==> config.mk <==
export PLATFORM = sky130hd
export DESIGN_NAME = touch_adc_scanner
export DESIGN_NICKNAME = d
export VERILOG_FILES = /design/src/rtl/touch_adc_pkg.sv /design/src/rtl/touch_adc_dp.sv /design/src/rtl/touch_adc_ctrl.sv /design/src/rtl/touch_adc_scanner.sv
export SDC_FILE = /design/constraint.sdc
export NUM_CORES = 1
export LEC_CHECK = 0
export ABC_AREA = 1
export BUFFER_PORTS_ARGS = -buffer_cell sky130_fd_sc_hd__buf_2
export CORE_MARGIN = 5
export CORE_UTILIZATION = 39
export DETAILED_ROUTE_END_ITERATION = 10
export GPL_TIMING_DRIVEN = 0
export REMOVE_ABC_BUFFERS = 1
export SYNTH_ARGS = -nofsm -noshare
export SYNTH_HDL_FRONTEND = slang
export SYNTH_SLANG_ARGS = --single-unit
==> constraint.sdc <==
create_clock -name clk -period 9 [get_ports clk]
set_input_delay 1.8 -clock clk [delete_from_list [all_inputs] [get_ports clk]]
set_output_delay 1.8 -clock clk [all_outputs]
set_load 0.005 [all_outputs]
==> src/rtl/touch_adc_pkg.sv <==
package touch_adc_pkg;
  localparam int FRAME_BITS = 24;
  localparam int CMD_BITS   = 8;
  localparam int SAMPLE_W   = 12;
  localparam int DATA_LSB   = 3;
  localparam int CNT_W      = 8;
  localparam int NUM_CH     = 8;
  localparam int CH_W       = 3;
  localparam int ACC_W      = SAMPLE_W + CNT_W;
  // Channels that need single-ended mode (and internal reference when no external one)
  localparam logic [NUM_CH-1:0] SE_CHAN_MASK = 8'b1100_0101;

  typedef struct packed {
    logic                csOn;
    logic                csOff;
    logic                loadFrame;
    logic [CMD_BITS-1:0] cmdByte;
    logic                clearAcc;
    logic                accum;
    logic                startDiv;
  } ctrl_strobe_t;
endpackage

==> src/rtl/touch_adc_dp.sv <==
module touch_adc_dp
  import touch_adc_pkg::*;
#(
  parameter int HALF_DIV = 34
) (
  input  logic                clk,
  input  logic                rstN,
  input  ctrl_strobe_t        ctl,
  input  logic [CNT_W-1:0]    divisor,
  input  logic                miso,
  output logic                sclk,
  output logic                mosi,
  output logic                csN,
  output logic                frameDone,
  output logic                divDone,
  output logic [SAMPLE_W-1:0] resultData
);
  localparam int HALF_W = (HALF_DIV > 1) ? $clog2(HALF_DIV) : 1;
  localparam int BIT_W  = $clog2(FRAME_BITS);
  localparam int RESP_W = FRAME_BITS - CMD_BITS;
  localparam int NUM_W  = ACC_W + 1;
  localparam int ITER_W = $clog2(NUM_W + 1);

  logic [HALF_W-1:0]     halfCnt;
  logic [FRAME_BITS-1:0] txShift;
  logic [RESP_W-1:0]     rxShift;
  logic [BIT_W-1:0]      bitCnt;
  logic                  busy;
  logic                  halfTick;
  logic [SAMPLE_W-1:0]   sample;

  assign halfTick = busy && (halfCnt == HALF_W'(HALF_DIV - 1));
  assign mosi     = txShift[FRAME_BITS-1];
  assign sample   = rxShift[DATA_LSB +: SAMPLE_W];

  // SPI mode-0 frame engine
  always_ff @(posedge clk or negedge rstN) begin
    if (!rstN) begin
      halfCnt   <= '0;
      txShift   <= '0;
      rxShift   <= '0;
      bitCnt    <= '0;
      busy      <= 1'b0;
      sclk      <= 1'b0;
      frameDone <= 1'b0;
    end else begin
      frameDone <= 1'b0;
      if (ctl.loadFrame) begin
        txShift <= {ctl.cmdByte, {RESP_W{1'b0}}};
        bitCnt  <= '0;
        busy    <= 1'b1;
        halfCnt <= '0;
        sclk    <= 1'b0;
      end else if (busy) begin
        if (halfTick) begin
          halfCnt <= '0;
          sclk    <= ~sclk;
          if (!sclk) begin
            rxShift <= {rxShift[RESP_W-2:0], miso};
          end else begin
            txShift <= txShift << 1;
            if (bitCnt == BIT_W'(FRAME_BITS - 1)) begin
              busy      <= 1'b0;
              frameDone <= 1'b1;
            end else begin
              bitCnt <= bitCnt + 1'b1;
            end
          end
        end else begin
          halfCnt <= halfCnt + 1'b1;
        end
      end
    end
  end

  always_ff @(posedge clk or negedge rstN) begin
    if (!rstN)          csN <= 1'b1;
    else if (ctl.csOn)  csN <= 1'b0;
    else if (ctl.csOff) csN <= 1'b1;
  end

  // Sample accumulator
  logic [ACC_W-1:0] acc;
  always_ff @(posedge clk or negedge rstN) begin
    if (!rstN)             acc <= '0;
    else if (ctl.clearAcc) acc <= '0;
    else if (ctl.accum)    acc <= acc + ACC_W'(sample);
  end

  // Restoring divider on (acc + divisor - 1) for a rounded-up quotient
  logic [NUM_W-1:0]  quo;
  logic [CNT_W-1:0]  rem;
  logic [CNT_W:0]    remTry;
  logic [ITER_W-1:0] iter;
  logic              dividing;

  assign remTry = {rem, quo[NUM_W-1]};

  always_ff @(posedge clk or negedge rstN) begin
    if (!rstN) begin
      quo      <= '0;
      rem      <= '0;
      iter     <= '0;
      dividing <= 1'b0;
      divDone  <= 1'b0;
    end else begin
      divDone <= 1'b0;
      if (ctl.startDiv) begin
        quo      <= {1'b0, acc} + NUM_W'(divisor) - NUM_W'(1);
        rem      <= '0;
        iter     <= ITER_W'(NUM_W);
        dividing <= 1'b1;
      end else if (dividing) begin
        if (remTry >= {1'b0, divisor}) begin
          rem <= CNT_W'(remTry - {1'b0, divisor});
          quo <= {quo[NUM_W-2:0], 1'b1};
        end else begin
          rem <= remTry[CNT_W-1:0];
          quo <= {quo[NUM_W-2:0], 1'b0};
        end
        iter <= iter - 1'b1;
        if (iter == ITER_W'(1)) begin
          dividing <= 1'b0;
          divDone  <= 1'b1;
        end
      end
    end
  end

  assign resultData = quo[SAMPLE_W-1:0];

  assert_sclk_in_cs_R8: assert property (@(posedge clk) disable iff (!rstN)
    sclk |-> !csN);
  assert_cs_release_quiet_R7: assert property (@(posedge clk) disable iff (!rstN)
    $rose(csN) |-> (!busy && !sclk));
  assert_no_overflow_R11: assert property (@(posedge clk) disable iff (!rstN)
    ctl.accum |-> ((({1'b0, acc} + (ACC_W+1)'(sample)) >> ACC_W) == 0));
  assert_quot_fits_R6: assert property (@(posedge clk) disable iff (!rstN)
    divDone |-> (quo[NUM_W-1:SAMPLE_W] == '0));
endmodule

==> src/rtl/touch_adc_ctrl.sv <==
module touch_adc_ctrl
  import touch_adc_pkg::*;
(
  input  logic                    clk,
  input  logic                    rstN,
  input  logic                    startPulse,
  input  logic [NUM_CH-1:0]       chanEnable,
  input  logic [NUM_CH*CNT_W-1:0] skipCounts,
  input  logic [NUM_CH*CNT_W-1:0] overCounts,
  input  logic                    extRef,
  input  logic                    frameDone,
  input  logic                    divDone,
  output ctrl_strobe_t            ctl,
  output logic [CNT_W-1:0]        divisor,
  output logic [CH_W-1:0]         resultChan,
  output logic                    scanDone
);
  typedef enum logic [2:0] {
    S_IDLE, S_PICK, S_LOAD, S_FRAME, S_DIVGO, S_DIVWAIT, S_DONE
  } state_t;

  state_t            state;
  logic [NUM_CH-1:0] maskReg;
  logic [CH_W:0]     scanIdx;
  logic [CH_W-1:0]   curChan;
  logic [CNT_W:0]    frameIdx;

  logic [CNT_W-1:0]    skipSel, overRaw, overEff;
  logic [CNT_W:0]      groupLen;
  logic                lastFrame, settled, singleEnd;
  logic [CMD_BITS-1:0] cmd;
  logic                pickHit;

  always_comb begin
    skipSel   = skipCounts[curChan*CNT_W +: CNT_W];
    overRaw   = overCounts[curChan*CNT_W +: CNT_W];
    overEff   = (overRaw == '0) ? CNT_W'(1) : overRaw;
    groupLen  = {1'b0, skipSel} + {1'b0, overEff};
    lastFrame = (frameIdx == groupLen - 1'b1);
    settled   = (frameIdx >= {1'b0, skipSel});
    singleEnd = SE_CHAN_MASK[curChan];
    cmd       = {1'b1, curChan, 1'b0, singleEnd, singleEnd & ~extRef, ~lastFrame};
    pickHit   = !scanIdx[CH_W] && maskReg[scanIdx[CH_W-1:0]];
  end

  always_comb begin
    ctl         = '0;
    ctl.cmdByte = cmd;
    case (state)
      S_IDLE:  ctl.csOn      = startPulse && (chanEnable != '0);
      S_PICK:  ctl.clearAcc  = pickHit;
      S_LOAD:  ctl.loadFrame = 1'b1;
      S_FRAME: ctl.accum     = frameDone && settled;
      S_DIVGO: ctl.startDiv  = 1'b1;
      S_DONE:  ctl.csOff     = 1'b1;
      default: ;
    endcase
  end

  always_ff @(posedge clk or negedge rstN) begin
    if (!rstN) begin
      state    <= S_IDLE;
      maskReg  <= '0;
      scanIdx  <= '0;
      curChan  <= '0;
      frameIdx <= '0;
    end else begin
      case (state)
        S_IDLE: if (startPulse) begin
          if (chanEnable == '0) begin
            state <= S_DONE;
          end else begin
            maskReg <= chanEnable;
            scanIdx <= '0;
            state   <= S_PICK;
          end
        end
        S_PICK: begin
          if (scanIdx[CH_W]) begin
            state <= S_DONE;
          end else if (pickHit) begin
            curChan  <= scanIdx[CH_W-1:0];
            frameIdx <= '0;
            state    <= S_LOAD;
          end else begin
            scanIdx <= scanIdx + 1'b1;
          end
        end
        S_LOAD: state <= S_FRAME;
        S_FRAME: if (frameDone) begin
          if (lastFrame) begin
            state <= S_DIVGO;
          end else begin
            frameIdx <= frameIdx + 1'b1;
            state    <= S_LOAD;
          end
        end
        S_DIVGO: state <= S_DIVWAIT;
        S_DIVWAIT: if (divDone) begin
          scanIdx <= scanIdx + 1'b1;
          state   <= S_PICK;
        end
        S_DONE: state <= S_IDLE;
        default: state <= S_IDLE;
      endcase
    end
  end

  assign divisor    = overEff;
  assign resultChan = curChan;
  assign scanDone   = (state == S_DONE);

  assert_done_pulse_R10: assert property (@(posedge clk) disable iff (!rstN)
    scanDone |=> !scanDone);
  assert_result_at_group_end_R6: assert property (@(posedge clk) disable iff (!rstN)
    divDone |-> (state == S_DIVWAIT));
  assert_frame_in_group_R5: assert property (@(posedge clk) disable iff (!rstN)
    frameDone |-> (frameIdx < groupLen));
  assert_empty_finishes_R9: assert property (@(posedge clk) disable iff (!rstN)
    (state == S_IDLE && startPulse && chanEnable == '0) |=> scanDone);
endmodule

==> src/rtl/touch_adc_scanner.sv <==
module touch_adc_scanner
  import touch_adc_pkg::*;
#(
  parameter int HALF_DIV = 34
) (
  input  logic        clk,
  input  logic        rstN,
  input  logic        startPulse,
  input  logic [7:0]  chanEnable,
  input  logic [63:0] skipCounts,
  input  logic [63:0] overCounts,
  input  logic        extRef,
  output logic        sclk,
  output logic        mosi,
  input  logic        miso,
  output logic        csN,
  output logic [11:0] resultData,
  output logic [2:0]  resultChan,
  output logic        resultValid,
  output logic        scanDone
);
  ctrl_strobe_t     ctlBus;
  logic [CNT_W-1:0] divisor;
  logic             frameDone;
  logic             divDone;

  touch_adc_ctrl u_ctrl (
    .clk        (clk),
    .rstN       (rstN),
    .startPulse (startPulse),
    .chanEnable (chanEnable),
    .skipCounts (skipCounts),
    .overCounts (overCounts),
    .extRef     (extRef),
    .frameDone  (frameDone),
    .divDone    (divDone),
    .ctl        (ctlBus),
    .divisor    (divisor),
    .resultChan (resultChan),
    .scanDone   (scanDone)
  );

  touch_adc_dp #(.HALF_DIV(HALF_DIV)) u_dp (
    .clk        (clk),
    .rstN       (rstN),
    .ctl        (ctlBus),
    .divisor    (divisor),
    .miso       (miso),
    .sclk       (sclk),
    .mosi       (mosi),
    .csN        (csN),
    .frameDone  (frameDone),
    .divDone    (divDone),
    .resultData (resultData)
  );

  assign resultValid = divDone;
endmodule

==> results.yml <==
layout:
  finish.instance_area_um2: 11500
  fin_nets: 1771
  syn_to_final_growth_pct: 15.4
  antennaDiodeCount: 0
  multi_input_area_um2: 5900
  drive_gt1_share_pct: 15.2
  fillers: 2612
  seq_area_um2: 3030
  final_core_util_pct: 45.7
worst_hold_path:
  hp-class: "register to register"
  hold_path_depth: 2
  min_from: "u_dp.txShift[19]$_DFFE_PN0P_"
  min_to: "u_dp.txShift[19]$_DFFE_PN0P_"
die:
  dieArea_um2: 29000
  die_h_um: 170
  initial_core_util_pct: 39.6
  core-area_um2: 25300
  die_w_um: 170
  ios: 161
  fp-row-count: 58
sta:
  rsz0062_at_grt: "false"
  clock_skew_ns: 0.0104
  report.final.slew_viol_count: 0
  relSlewSlack_pct: 18.5
  fmax_ghz: 0.178
  period_share_pct: 62.5
  whs_ns: 0.486
  worst_slack_ns: 3.38
  setup_viol: 0
  hold_viol: 0
  min_period_ns: 5.62
  tightest_slew_ns: 1.22
  tns_ns: 0
setup_path:
  crit_fanout: 37
  crit_path_start_kind: "register"
  crit_type: "register to register"
  worst_ep_required_time_ns: 9.31
  reg2reg_slack_ns: 3.38
  cp-end-kind: "register"
  r2r-end: "u_ctrl.state[1]$_DFFE_PN0P_"
  cp.arrival_ns: 5.93
  worstReg2RegStart: "u_ctrl.resultChan[1]$_DFFE_PN0P_"
  r2r_cells: 24
synth:
  synth_mux_area_share_pct: 0.150
  synth_area_leader_cell: "dfrtp_1"
  netlist_area_um2: 10000
  synth.distinct_cells: 51
  yosys_warnings: 0
  synthFlopType: "dfrtp_1"
  synthXorXnorAreaFrac_pct: 2.36
  synth_simple_gate_area_share_pct: 26.8
  synth_top_area_share_pct: 30.0
  synth-seq-cells: 121
  netlist_instances: 1419
  ys_seq_area_share_pct: 30.3
  synthAdderAreaFrac_pct: 11.2
  synth_area_leaders: "dfrtp_1 30%, nand2_1 11%, ha_1 10%"
  synth_async_sr_flop_share_pct: 100
  synth_top_family_by_area: "simple AND/OR/NAND/NOR gates"
  syn_avg_cell_area_um2: 7.05
  synth_compound_area_share_pct: 18.5
  synth-edff-count: 0
global_route:
  gr-total-overflow: 0
  antenna_found_initial: 0
  first_global_vias: 9453
  grt_max_degree: 65
  gr-usage-all-layers_pct: 19.4
  grt_pass1_wl_um: 46300
clock_network:
  ctsResizeCount: 0
  cts_tree: "built"
  root_buffer: "clkbuf_16"
  h-tree-depth: 4
  max-clock-path-buffers: 2
  cts_setup_buffers: 0
  ctsHoldBuffers: 0
  cts_buffers: 17
  cts_sinks: 121
  cts.reportedPaths.clkPinSlew_ns: 0.06
  clk-insertion-delay-late_ns: 0.42
drt:
  drc: 0
  route.vias.total: 9805
  avgViaCountPerCell: 5.20
  detail-route-antenna-nets: 0
  drt_iter0_drc: 623
  wl_um: 28300
  wl_per_cell_um: 15.0
  dr.pass1.iters: 5
pwr:
  power_leakage_nw: 6.01
  p_per_area_nw_per_um2: 396
  irDropWorstVdd_mv: 0.188
placed_design:
  gp_congestion: 0.890
  hpwl_um: 21800
  place_ws_ns: 3.17
  placed_area_um2: 10900
  portBuffers: 160
flow_run:
  cap_viol_max_count: 0
run_status:
  outcome: "finished, final reports clean"
==> kinds of logic after synthesis <==
logic type	Yosys count
xor gates and xnor gates	27
DFF	121
adders and majority gates	87
muxes	1
AOI/OAI and AO/OA	325
and+or+nand+nor	605
buffers and inverters	253
==> placed cells by master (no fill, tap or decap), drive strengths merged <==
master	netlist	final
o311ai	1	1
nor2	161	161
nand4	35	35
a21o	3	3
mux2	1	1
o21bai	4	4
buf	43	162
o21a	7	7
inv	194	195
a211oi	1	1
clkinvlp	0	2
a21boi	2	2
clkbuf	14	23
fa	4	4
nor3	21	21
nand2	296	296
bufinv	0	2
ha	83	83
o211ai	9	9
dfstp	1	1
a31oi	4	4
o32ai	1	1
a221oi	1	1
o21ai	171	171
o22ai	29	29
nand3	79	79
nor4	3	3
a41oi	1	1
or2	2	2
xor2	15	15
a21oi	66	66
o221ai	22	22
o31ai	2	2
clkinv	2	6
a22o	1	1
nand3b	8	8
dfrtp	120	120
xnor2	12	12
==> worst max-delay path: stages, from the launching register on <==
cell and delay [ns]:
dfrtp_1 1.15, inv_2 0.52, o21ai_0 0.22, o22ai_1 0.10, o21ai_1 0.68, nand2_1 0.13
nor2_1 0.17, a21oi_2 0.16, ha_1 0.22, inv_1 0.06, ha_1 0.18, inv_1 0.06
fa_1 0.46, nand2_1 0.08, inv_1 0.04, nor2_1 0.08, nand3_1 0.08, nor2_1 0.11
nand3_1 0.09, nor2_1 0.16, nand3_1 0.39, nand2_1 0.17, nand2_1 0.06, nand2_1 0.05
nand2_1 0.05
==> worst max path at each step <==
stage                                startpoint                           to  slack, ns  cells past startpoint
2_1_floorplan  u_ctrl.resultChan[0]$_DFFE_PN0P_  u_ctrl.state[1]$_DFFE_PN0P_       4.21                     23
3_3_place_gp   u_ctrl.resultChan[0]$_DFFE_PN0P_  u_ctrl.state[1]$_DFFE_PN0P_       2.22                     24
5_1_grt        u_ctrl.resultChan[1]$_DFFE_PN0P_  u_ctrl.state[1]$_DFFE_PN0P_       2.85                     23
3_5_place_dp                     overCounts[15]  u_ctrl.state[1]$_DFFE_PN0P_       3.17                     23
4_1_cts        u_ctrl.resultChan[1]$_DFFE_PN0P_  u_ctrl.state[1]$_DFFE_PN0P_       3.33                     24
6_report       u_ctrl.resultChan[1]$_DFFE_PN0P_  u_ctrl.state[1]$_DFFE_PN0P_       3.38                     24
==> power breakdown <==
| group | internal [W] | total [W] | switching (W) |
|---|---|---|---|
| clock | 0.000445 | 0.000702 | 0.000257 |
| combinational | 0.00109 | 0.00297 | 0.00189 |
| sequential | 0.000726 | 0.000896 | 0.000169 |
==> sequential cells by signal (all words and copies together) (netlist names), 3 cells and up <==
| name | flops |
|---|---|
| u_ctrl.frameIdx | 9 |
| u_ctrl.maskReg | 8 |
| u_ctrl.resultChan | 3 |
| u_ctrl.scanIdx | 4 |
| u_ctrl.state | 3 |
| u_dp.acc | 20 |
| u_dp.bitCnt | 5 |
| u_dp.halfCnt | 6 |
| u_dp.iter | 5 |
| u_dp.quo | 21 |
| u_dp.rem | 8 |
| u_dp.rxShift | 15 |
| u_dp.txShift | 8 |
==> per-layer routing <==
metal  vias to the layer above  share of wire, %  global-route usage [%]
li1                       4993                 -                       -
met1                      4521                48                    26.4
met2                       267                45                    32.3
met3                        24               5.9                    3.44
met4                         0               1.0                    4.17
met5                         -                 0                       0
==> area by class of cell <==
class                           count  area share (%)
Sequential cell                   121            26.3
Multi-Input combinational cell   1045            51.1
Tap cell                          330            3.58
Clock buffer                       23            4.31
Timing Repair Buffer              162            7.40
Clock inverter                      9           0.965
Inverter                          196            6.37
==> cells in the mapped netlist (2+ instances only) <==
cell type    n
clkbuf_1    12
clkbuf_2     2
o21bai_1     4
o21a_1       7
clkinv_1     2
xor2_1      15
a21oi_1     65
or2_2        2
nor3_1      20
dfrtp_1    120
xnor2_1     12
o21ai_0    142
nor2_8       2
o221ai_1    22
nand2_1    285
buf_2       21
buf_4       18
ha_1        83
a31oi_1      4
fa_1         4
a21boi_0     2
nand3_1     74
nand3b_1     8
nor2_4       4
nor2_2       2
inv_1      183
inv_2       11
o22ai_1     29
nand3_4      2
nor4_1       3
o31ai_1      2
nor2_1     153
a21o_1       3
nand2_4      2
nand4_1     35
o21ai_1     28
o211ai_1     9
nand2_2      9
nand3_2      3
buf_6        4
==> through the flow <==
step           cells  total power (W)
2_1_floorplan   1362          0.00311
4_1_cts         1886          0.00459
3_5_place_dp    1854          0.00387
6_report        1886          0.00457
3_3_place_gp    1852          0.00381
5_1_grt         1886          0.00512
Note: power is estimated with default switching activity, not from simulation.
